===== src/rtl/rxr_pkg.sv =====
package rxr_pkg;

    typedef enum logic [1:0] {
        ST_IDLE = 2'd0,
        ST_FILL = 2'd1,
        ST_DROP = 2'd2
    } rx_state_e;

    // Status word: [15] own (0 = host), [14] eof, [13] mgmt, [12] 0,
    // [11:9] type code, [8:0] byte count.
    function automatic logic [15:0] pack_status(input logic eof,
                                                input logic mgmt,
                                                input logic [2:0] ftype,
                                                input logic [8:0] count);
        return {1'b0, eof, mgmt, 1'b0, ftype, count};
    endfunction

endpackage


===== src/rtl/rxr_flagset.sv =====
module rxr_flagset #(
    parameter int N = 8,
    localparam int IW = $clog2(N)
) (
    input  logic          clk,
    input  logic          rst_n,
    input  logic          set_en,
    input  logic [IW-1:0] set_idx,
    input  logic          clr_en,
    input  logic [IW-1:0] clr_idx,
    output logic [N-1:0]  flags
);

    logic [N-1:0] flags_d, flags_q;

    always_comb begin
        flags_d = flags_q;
        if (clr_en) flags_d[clr_idx] = 1'b0;
        if (set_en) flags_d[set_idx] = 1'b1;
    end

    always_ff @(posedge clk) begin
        if (!rst_n) flags_q <= '0;
        else        flags_q <= flags_d;
    end

    assign flags = flags_q;

endmodule


===== src/rtl/rxr_irq_ring.sv =====
module rxr_irq_ring #(
    parameter int DEPTH = 4,
    localparam int IW = $clog2(DEPTH)
) (
    input  logic          clk,
    input  logic          rst_n,
    input  logic          post,
    input  logic          ack_en,
    input  logic [IW-1:0] ack_idx,
    output logic [IW-1:0] wr_ptr,
    output logic          slot_busy,
    output logic          ovf
);

    typedef struct packed {
        logic [IW-1:0] ptr;
        logic          ovf;
    } ring_s;

    ring_s        r_d, r_q;
    logic [DEPTH-1:0] busy;
    logic         take_slot;

    assign slot_busy = busy[r_q.ptr];
    assign take_slot = post && !slot_busy;

    rxr_flagset #(.N(DEPTH)) u_busy (
        .clk     (clk),
        .rst_n   (rst_n),
        .set_en  (take_slot),
        .set_idx (r_q.ptr),
        .clr_en  (ack_en),
        .clr_idx (ack_idx),
        .flags   (busy)
    );

    always_comb begin
        r_d = r_q;
        if (take_slot)          r_d.ptr = IW'(r_q.ptr + 1'b1);
        if (post && slot_busy)  r_d.ovf = 1'b1;
    end

    always_ff @(posedge clk) begin
        if (!rst_n) r_q <= '0;
        else        r_q <= r_d;
    end

    assign wr_ptr = r_q.ptr;
    assign ovf    = r_q.ovf;

endmodule


===== src/rtl/rxr_engine.sv =====
// NDESC, BUF_BYTES and IRING must be powers of two; BUF_BYTES <= 256.
module rxr_engine #(
    parameter int NDESC     = 8,
    parameter int BUF_BYTES = 16,
    parameter int IRING     = 4,
    parameter int CHAN_W    = 10,
    parameter int CTX_W     = 8,
    parameter int MGMT_CHAN = 0,
    parameter int MISS_W    = 8,
    localparam int DIDX_W   = $clog2(NDESC),
    localparam int OFF_W    = $clog2(BUF_BYTES),
    localparam int IR_W     = $clog2(IRING),
    localparam int IENT_W   = 1 + CTX_W + DIDX_W
) (
    input  logic                    clk,
    input  logic                    rst_n,
    input  logic                    ch_active,
    input  logic                    ch_rx_ready,
    input  logic [CTX_W-1:0]        ctx_index,
    input  logic                    rx_valid,
    input  logic                    rx_sof,
    input  logic                    rx_eof,
    input  logic [7:0]              rx_data,
    input  logic [CHAN_W-1:0]       rx_chan,
    input  logic [2:0]              rx_ftype,
    input  logic                    own_give,
    input  logic [DIDX_W-1:0]       own_give_idx,
    input  logic                    irng_ack,
    input  logic [IR_W-1:0]         irng_ack_idx,
    output logic                    buf_we,
    output logic [DIDX_W+OFF_W-1:0] buf_addr,
    output logic [7:0]              buf_data,
    output logic                    desc_we,
    output logic [DIDX_W-1:0]       desc_idx,
    output logic [15:0]             desc_word,
    output logic                    irng_we,
    output logic [IR_W-1:0]         irng_idx,
    output logic [IENT_W-1:0]       irng_entry,
    output logic                    rx_irq,
    output logic                    mgmt_evt,
    output logic [2:0]              mgmt_type,
    output logic                    irng_ovf,
    output logic [MISS_W-1:0]       miss_cnt
);
    import rxr_pkg::*;

    localparam logic [OFF_W-1:0] LAST_OFF = OFF_W'(BUF_BYTES - 1);

    typedef struct packed {
        rx_state_e               st;
        logic [DIDX_W-1:0]       cur;
        logic [DIDX_W-1:0]       first;
        logic [OFF_W-1:0]        off;
        logic                    mgmt;
        logic [2:0]              ftype;
        logic [MISS_W-1:0]       miss;
        logic                    buf_we;
        logic [DIDX_W+OFF_W-1:0] buf_addr;
        logic [7:0]              buf_data;
        logic                    desc_we;
        logic [DIDX_W-1:0]       desc_idx;
        logic [15:0]             desc_word;
        logic                    irng_we;
        logic [IR_W-1:0]         irng_idx;
        logic [IENT_W-1:0]       irng_entry;
        logic                    irq;
        logic                    mevt;
        logic [2:0]              mtype;
    } eng_s;

    eng_s              s_d, s_q;
    logic [NDESC-1:0]  own_flags;
    logic              own_clr;
    logic              post;
    logic [IR_W-1:0]   ring_ptr;
    logic              ring_busy;
    logic              ring_ovf;

    rxr_flagset #(.N(NDESC)) u_own (
        .clk     (clk),
        .rst_n   (rst_n),
        .set_en  (own_give),
        .set_idx (own_give_idx),
        .clr_en  (own_clr),
        .clr_idx (s_q.cur),
        .flags   (own_flags)
    );

    rxr_irq_ring #(.DEPTH(IRING)) u_ring (
        .clk       (clk),
        .rst_n     (rst_n),
        .post      (post),
        .ack_en    (irng_ack),
        .ack_idx   (irng_ack_idx),
        .wr_ptr    (ring_ptr),
        .slot_busy (ring_busy),
        .ovf       (ring_ovf)
    );

    always_comb begin
        logic              take;
        logic              frm_mgmt;
        logic [2:0]        frm_ft;
        logic [DIDX_W-1:0] frm_first;
        logic [OFF_W-1:0]  off_now;

        s_d         = s_q;
        s_d.buf_we  = 1'b0;
        s_d.desc_we = 1'b0;
        s_d.irng_we = 1'b0;
        s_d.irq     = 1'b0;
        s_d.mevt    = 1'b0;
        own_clr     = 1'b0;
        post        = 1'b0;
        take        = 1'b0;
        frm_mgmt    = s_q.mgmt;
        frm_ft      = s_q.ftype;
        frm_first   = s_q.first;
        off_now     = s_q.off;

        case (s_q.st)
            ST_IDLE: begin
                if (rx_valid && rx_sof) begin
                    if (!(ch_active && ch_rx_ready)) begin
                        s_d.st = rx_eof ? ST_IDLE : ST_DROP;
                    end else if (!own_flags[s_q.cur]) begin
                        s_d.miss = s_q.miss + 1'b1;
                        s_d.st   = rx_eof ? ST_IDLE : ST_DROP;
                    end else begin
                        take      = 1'b1;
                        frm_mgmt  = (rx_chan == CHAN_W'(MGMT_CHAN));
                        frm_ft    = frm_mgmt ? rx_ftype : 3'b000;
                        frm_first = s_q.cur;
                        off_now   = '0;
                        s_d.mgmt  = frm_mgmt;
                        s_d.ftype = frm_ft;
                        s_d.first = s_q.cur;
                    end
                end
            end
            ST_FILL: begin
                if (rx_valid) begin
                    if (!own_flags[s_q.cur]) begin
                        s_d.miss = s_q.miss + 1'b1;
                        s_d.st   = rx_eof ? ST_IDLE : ST_DROP;
                    end else begin
                        take = 1'b1;
                    end
                end
            end
            ST_DROP: begin
                if (rx_valid && rx_eof) s_d.st = ST_IDLE;
            end
            default: s_d.st = ST_IDLE;
        endcase

        if (take) begin
            s_d.buf_we   = 1'b1;
            s_d.buf_addr = {s_q.cur, off_now};
            s_d.buf_data = rx_data;
            if (rx_eof || off_now == LAST_OFF) begin
                s_d.desc_we   = 1'b1;
                s_d.desc_idx  = s_q.cur;
                s_d.desc_word = pack_status(rx_eof, frm_mgmt, frm_ft,
                                            9'(off_now) + 9'd1);
                own_clr       = 1'b1;
                s_d.cur       = DIDX_W'(s_q.cur + 1'b1);
                s_d.off       = '0;
            end else begin
                s_d.off = OFF_W'(off_now + 1'b1);
            end
            if (rx_eof) begin
                s_d.st = ST_IDLE;
                if (frm_mgmt) begin
                    s_d.mevt  = 1'b1;
                    s_d.mtype = frm_ft;
                end else begin
                    s_d.irq = 1'b1;
                    post    = 1'b1;
                    if (!ring_busy) begin
                        s_d.irng_we    = 1'b1;
                        s_d.irng_idx   = ring_ptr;
                        s_d.irng_entry = {1'b1, ctx_index, frm_first};
                    end
                end
            end else begin
                s_d.st = ST_FILL;
            end
        end
    end

    always_ff @(posedge clk) begin
        if (!rst_n) s_q <= '0;
        else        s_q <= s_d;
    end

    assign buf_we     = s_q.buf_we;
    assign buf_addr   = s_q.buf_addr;
    assign buf_data   = s_q.buf_data;
    assign desc_we    = s_q.desc_we;
    assign desc_idx   = s_q.desc_idx;
    assign desc_word  = s_q.desc_word;
    assign irng_we    = s_q.irng_we;
    assign irng_idx   = s_q.irng_idx;
    assign irng_entry = s_q.irng_entry;
    assign rx_irq     = s_q.irq;
    assign mgmt_evt   = s_q.mevt;
    assign mgmt_type  = s_q.mtype;
    assign irng_ovf   = ring_ovf;
    assign miss_cnt   = s_q.miss;

endmodule


===== config.mk =====
export PLATFORM = sky130hd
export DESIGN_NAME = rxr_engine
export DESIGN_NICKNAME = d
export VERILOG_FILES = /design/src/rtl/rxr_pkg.sv /design/src/rtl/rxr_flagset.sv /design/src/rtl/rxr_irq_ring.sv /design/src/rtl/rxr_engine.sv
export SDC_FILE = /design/constraint.sdc
export NUM_CORES = 1
export LEC_CHECK = 0
export BUFFER_PORTS_ARGS = -buffer_cell sky130_fd_sc_hd__buf_2
export CAP_MARGIN = 20
export CELL_PAD_IN_SITES_DETAIL_PLACEMENT = 0
export CELL_PAD_IN_SITES_GLOBAL_PLACEMENT = 1
export CORE_ASPECT_RATIO = 0.6
export CORE_MARGIN = 3
export CORE_UTILIZATION = 28
export DETAILED_ROUTE_END_ITERATION = 10
export GPL_ROUTABILITY_DRIVEN = 0
export PLACE_DENSITY = 0.59
export SETUP_SLACK_MARGIN = 0.2
export SLEW_MARGIN = 25
export SYNTH_ARGS = -nofsm -noshare
export SYNTH_HDL_FRONTEND = slang
export SYNTH_SLANG_ARGS = --single-unit
export TNS_END_PERCENT = 10

===== constraint.sdc =====
create_clock -name clk -period 3.1 [get_ports clk]
set_clock_uncertainty 0.1 [all_clocks]
set_input_delay 0.465 -clock clk [delete_from_list [all_inputs] [get_ports clk]]
set_output_delay 0.465 -clock clk [all_outputs]
set_load 0.02 [all_outputs]

==> results of run 1 <==
flip-flops by register name, indices dropped and copies added (netlist names), 2 cells and up:
| register | flops |
|---|---|
| mgmt_type | 3 |
| u_ring.wr_ptr | 2 |
| irng_entry | 12 |
| miss_cnt | 8 |
| u_own.flags | 8 |
| irng_idx | 2 |
| desc_word | 10 |
| desc_idx | 3 |
| buf_data | 8 |
| buf_addr | 7 |
| u_ring.u_busy.flags | 4 |
| s_q | 16 |
cell families (layout without fill, tap and decap cells):
kind of cell | after synthesis | count (layout) | synth area share, %
DFF | 89 | 89 | 41.0
AOI/OAI and AO/OA | 122 | 122 | 17.2
other | 1 | 6 | 0.0862
muxes | 16 | 16 | 4.83
buffers and inverters | 102 | 159 | 14.6
adders and majority gates | 7 | 7 | 2.01
and+or+nand+nor | 164 | 164 | 18.5
xor gates and xnor gates | 9 | 9 | 1.81
area by class of cell:
type,count,share of cell area (%)
sequential,89,34.8
clock inverter,2,0.244
multi-input combinational,324,39.9
inverter,14,1.03
tap,198,4.83
timing repair buffer,129,14.0
clock buffer,14,5.15
worst max-delay path, stage by stage, from the launching register on:
cell and delay, ns:
dfxtp_4 0.40, mux2_4 0.31, mux4_2 0.52, nand2_4 0.09
and2_4 0.15, ha_4 0.16, nand3_4 0.09, a31oi_4 0.19
o211ai_1 0.18, buf_6 0.19, or3_4 0.33, a21oi_2 0.12
where the power goes:
group,internal (uW),total [uW],leakage [uW],switching (uW)
clock,587,1020,0.000133,429
sequential,1150,1150,0.000718,6.13
combinational,44.3,126,0.00121,82.0
total,1780,2300,0.00206,518
placed cells by master, fill, tap and decap left out, types with 4 or more instances in the layout:
cell type  Yosys  routed
buf_2          8     102
dfxtp_1       89      88
nand2_1       61      61
a21oi_1       57      56
nor2_1        33      33
nand3_1       31      30
buf_4         60      26
o21ai_0       16      15
inv_1         12      12
o21ai_1       10      11
mux2i_1        9       9
clkbuf_16      0       9
xnor2_1        8       7
ha_1           7       6
conb_1         1       6
o221a_2        5       5
a211oi_1       5       5
nor3_1         5       5
and3_1         5       5
o211ai_1       4       4
mux2_4         2       4
worst max path at each step:
stage / slack, ns / startpoint / depth (start not counted) / endpoint
floorplan: 0.16 / s_q[75] / 13 / u_own.flags[0]
global placement: 0.18 / s_q[75] / 11 / s_q[77]
detailed placement: 0.06 / s_q[75] / 11 / u_own.flags[2]
CTS: 0.22 / s_q[75] / 11 / s_q[77]
global route: 0.08 / s_q[75] / 11 / s_q[77]
finish: 0.19 / s_q[75] / 11 / s_q[77]
per-layer routing:
metal / wire length (microns) / share of wire (%) / up-vias
li1: - / - / 1836
met1: 6490 / 53 / 1740
met2: 5110 / 42 / 91
met3: 602 / 4.9 / 2
met4: 19 / 0.16 / 0
met5: 0 / 0 / -
stage by stage:
step	instances	total power [uW]	setup WS [ns]	utilization (%)	hold slack, ns
6_report	770	2300	0.187	34.5	0.271
5_1_grt	770	2400	0.0777	34.5	0.256
4_1_cts	763	2340	0.225	34.0	0.258
3_5_place_dp	745	1310	0.0616	31.9	0.344
3_3_place_gp	745	1300	0.182	31.9	0.341
2_1_floorplan	515	1250	0.161	-	0.332
timing repair:
action	CTS	global route
pin swaps	1	4
setup endpoints to repair	20	15
gates resized for setup	4	6
gates cloned	0	1
buffers inserted	2	6
==> impl_metrics.json, run 1 <==
{
  "antenna_found_initial": 0,
  "fin_nets": 617,
  "synth_cells": 510,
  "multi_input_area_sq_mm": 0.00205,
  "grt_use_met3_pct": 3.91,
  "rsz0062_at_grt": "true",
  "grt_pass1_wl_mm": 19.1,
  "r2r_cells": 11,
  "async_flop_share_pct": 0,
  "die_x_microns": 167,
  "status": "finished clean",
  "synth_top_area_cell": "dfxtp_1",
  "placed_cell_area_sq_mm": 0.00473,
  "met1_usage_pct": 20.5,
  "dr.pass1.iters": 4,
  "diodes": 0,
  "synth_cell_types": 57,
  "synthDominantCellAreaShare_pct": 41.0,
  "setup_tns_ns": 0,
  "r2r_slack_ns": 0.19,
  "critPathLaunchType": "flop",
  "area_growth_pct": 17.9,
  "synth_area_per_cell_sq_um": 8.53,
  "clkSinkCount": 89,
  "cts_hold_repair.buffers": 0,
  "core_area_sq_mm": 0.0148,
  "synth_edf_count": 0,
  "vias": 3669,
  "overflow": 0,
  "wl_per_cell_microns": 15.9,
  "track_usage_pct": 14.0,
  "drtIter0Drc": 204,
  "min_from": "rx_data[2]",
  "nFillCells": 1583,
  "tightestPinTransition_ns": 0.771,
  "hold_path_end": "buf_data[2]",
  "max_freq_ghz": 0.343,
  "synthesis.area_sq_mm": 0.00435,
  "worst-path-max-fanout": 7,
  "place_hpwl_mm": 8.79,
  "initial_core_util_pct": 29.3,
  "synthTopCellsByArea": "dfxtp_1, buf_4, a21oi_1",
  "slew_violations": 0,
  "ys_seq_elements": 89,
  "grt_pass1_vias": 3527,
  "hold_depth": 3,
  "worstHoldPathType": "input pin to flop",
  "cts_buffer_depth": 2,
  "wl_mm": 12.2,
  "clock-root-buffer": "clkbuf_16",
  "grtUsageMet2_pct": 21.0,
  "setup_violations": 0,
  "layout_min_cycle_time_ns": 2.91,
  "worst_setup_path_end_kind": "flop",
  "ir_drop_uv": 208,
  "port_buffers": 101,
  "ant_nets": 0,
  "r2r_start": "s_q[75]",
  "cts_buffers": 9,
  "power_leakage_uw": 0.00206,
  "io_pins": 108,
  "drc": 0,
  "relSlewSlack_pct": 48.3,
  "drive_gt1_share_pct": 30.4,
  "clkTransAtPathRegs_ns": 0.06,
  "synth_most_common_cell": "dfxtp_1",
  "crit_arrival_ns": 3.08,
  "yosysWarningCount": 0,
  "stdcell_area_sq_mm": 0.00513,
  "synthTopCellsByCount": "dfxtp_1, nand2_1, buf_4, a21oi_1, nor2_1",
  "path_class": "flop to flop",
  "required_ns": 3.27,
  "maxCapViolCount": 0,
  "grt.busiest_layer": "met2",
  "reg2reg_to": "s_q[77]",
  "powerDensity_mw_per_mm2": 448,
  "fp-row-count": 34,
  "ys_seq_area_share_pct": 41.0,
  "period_share_pct": 94.0,
  "vias_per_cell": 4.76,
  "die-area_sq_mm": 0.0171,
  "die_h_microns": 103,
  "cts_max_level": 3,
  "hold_viol_final": 0,
  "grt_max_degree": 29,
  "cts_tree": "yes",
  "ys.flop_type": "dfxtp_1",
  "insertion_delay_ns": 0.33,
  "area.sequential_sq_mm": 0.00179
}
Power figures use the tool's default switching activity.
==> inputs of run 2 (changes only) <==
CELL_PAD_IN_SITES_DETAIL_PLACEMENT = default   (was 0)
CELL_PAD_IN_SITES_GLOBAL_PLACEMENT = default   (was 1)
PLACE_DENSITY = 0.46   (was 0.59)
SYNTH_HIERARCHICAL = 1   (was default)
==> impl_metrics.json, run 2 <==
{
  "die_x_microns": 165,
  "die_h_microns": 101,
  "r2r_start": "s_q[75]",
  "io_pins": 108,
  "place_hpwl_mm": 8.73,
  "insertion_delay_ns": 0.33,
  "cp_slowest_cell": "mux4_2",
  "synthTopCellsByCount": "dfxtp_1, buf_4, nand2_1, a21oi_1, nor2_1",
  "layout_min_cycle_time_ns": 3.02,
  "cts_max_level": 3,
  "mostFrequentLayoutCell": "buf_2",
  "port_buffers": 101,
  "cp_top_family": "multiplexers",
  "worst_setup_path_end_kind": "flop",
  "ys_seq_area_share_pct": 42.0,
  "synthesis.area_sq_mm": 0.00424,
  "required_ns": 3.23,
  "r2r_cells": 10,
  "wl_mm": 12.0,
  "dr.pass1.iters": 5,
  "reg2reg_to": "u_own/flags[0]",
  "rsz0062_at_grt": "true",
  "grtUsageMet2_pct": 20.6,
  "cpPeakStageDelay_ns": 0.52,
  "grt_pass1_wl_mm": 18.5,
  "max_freq_ghz": 0.331,
  "powerDensity_mw_per_mm2": 470,
  "vias_per_cell": 4.86,
  "synth_cells": 477,
  "worst-path-max-fanout": 7,
  "period_share_pct": 97.5,
  "ys_seq_elements": 89,
  "path_class": "flop to flop",
  "diodes": 0,
  "ys.flop_type": "dfxtp_1",
  "die-area_sq_mm": 0.0167,
  "crit_buf_inv": 0,
  "status": "finished clean",
  "clkTransAtPathRegs_ns": 0.06,
  "drtIter0Drc": 307,
  "track_usage_pct": 14.0,
  "wl_per_cell_microns": 16.1,
  "antenna_found_initial": 0,
  "worstPathCellList": "mux2_4 > mux4_2 > nand2_4 > and2_4 > ha_4 > nand3_4 > o21bai_4 > a211oi_4 > or4b_1 > a32o_1",
  "grt_pass1_vias": 3526,
  "cts_buffer_depth": 2,
  "area.sequential_sq_mm": 0.00179,
  "drive_gt1_share_pct": 35.3,
  "power_leakage_uw": 0.00209,
  "final_cell_mix": "buf_2, dfxtp_1, nand2_1",
  "r2r_slack_ns": 0.08,
  "top_register": "s_q",
  "slew_violations": 0,
  "synth_most_common_cell": "dfxtp_1",
  "met1_usage_pct": 20.1,
  "synth_cell_types": 63,
  "async_flop_share_pct": 0,
  "hold_path_end": "buf_data[0]",
  "grt_use_met3_pct": 4.62,
  "hold_viol_final": 0,
  "ir_drop_uv": 302,
  "vias": 3619,
  "ant_nets": 0,
  "fin_nets": 588,
  "multi_input_area_sq_mm": 0.00205,
  "synth_area_per_cell_sq_um": 8.89,
  "overflow": 0,
  "cts_buffers": 9,
  "cts_tree": "yes",
  "tightestPinTransition_ns": 1.00,
  "grt_max_degree": 35,
  "hold_depth": 3,
  "grt.busiest_layer": "met2",
  "synth_top_area_cell": "dfxtp_1",
  "synth_edf_count": 0,
  "relSlewSlack_pct": 32.5,
  "critPathLaunchType": "flop",
  "synthDominantCellAreaShare_pct": 42.0,
  "largest_register_ffs": 16,
  "setup_tns_ns": 0,
  "initial_core_util_pct": 29.0,
  "drc": 0,
  "clkSinkCount": 89,
  "area_growth_pct": 22.5,
  "maxCapViolCount": 0,
  "fp-row-count": 34,
  "yosysWarningCount": 6,
  "worstHoldPathType": "input pin to flop",
  "core_area_sq_mm": 0.0146,
  "setup_violations": 0,
  "min_from": "rx_data[0]",
  "nFillCells": 1520,
  "synthTopCellsByArea": "dfxtp_1, buf_4, a21oi_1",
  "crit_arrival_ns": 3.15,
  "totalPowerFinal_uw": 2440,
  "clock-root-buffer": "clkbuf_16",
  "cts_hold_repair.buffers": 0
}
[run 2: cell count changes in the layout (fill, tap and decap cells not counted), sizes merged, moves of 7 or more]
| cell | delta |
|---|---|
| nand3 | -7 |
| nand2 | -11 |
| a21oi | -14 |
| o21ai | -8 |
[run 2: tightest hold or removal path, cell delays in order]
cell	delay, ns
buf_2	0.09
nand2_1	0.04
a21oi_1	0.05
[run 2: per-stage QoR]
step | worst slack (ns) | util [%] | std cells | hold WS [ns] | instance area, sq um
CTS | 0.0809 | 34.3 | 740 | 0.251 | 5030
global route | -0.0357 | 35.5 | 745 | 0.261 | 5200
finish | 0.0764 | 35.5 | 745 | 0.263 | 5200
detailed placement | 0.0608 | 31.9 | 721 | 0.348 | 4670
floorplan | -0.413 | - | 482 | 0.334 | 4310
global placement | 0.0580 | 31.9 | 721 | 0.342 | 4670
[run 2: worst max-delay path by stage]
stage	startpoint	to	depth (start not counted)
after floorplan	s_q[75]	u_own/flags[0]	13
after global placement	s_q[75]	desc_word[0]	11
after detailed placement	s_q[75]	u_own/flags[0]	10
after CTS	s_q[75]	u_own/flags[0]	10
after global routing	s_q[75]	u_own/flags[0]	10
final	s_q[75]	u_own/flags[0]	10
[run 2: power breakdown]
group	switching [uW]	internal (uW)	leakage (uW)	total, uW
Combinational	77.8	46.4	0.00122	124
Sequential	5.80	1150	0.000718	1150
Clock	461	705	0.000148	1170
[run 2: timing repair]
action,CTS,global route
setup endpoints to repair,18,32
buffers inserted,3,5
hold endpoints to repair,0,0
pin swaps,1,12
gates resized for setup,2,31
cloned,0,0
[run 2: final cells by class]
cell class              instances  area share, %
multi-input cells             302           39.5
flip-flops and latches         89           34.4
clock buffers                   9           4.33
inverters                       9          0.650
clock inverters                 7           1.81
well taps                     198           4.77
repair buffers                131           14.6
[run 2: metal layers]
| layer | vias up | part of all wire, % |
|---|---|---|
| met1 | 1694 | 48 |
| met3 | 16 | 9.3 |
| met5 | - | 0 |
| met2 | 149 | 42 |
| met4 | 0 | 1.0 |
| li1 | 1760 | - |
[run 2: cells by family after synthesis]
kind of cell,synth area share [%]
fa+ha+maj,0.885
simple gates,19.4
flops,42.0
mux,6.05
xor+xnor,2.06
other cells,0.0884
compound gates,15.6
buf+inv,13.9
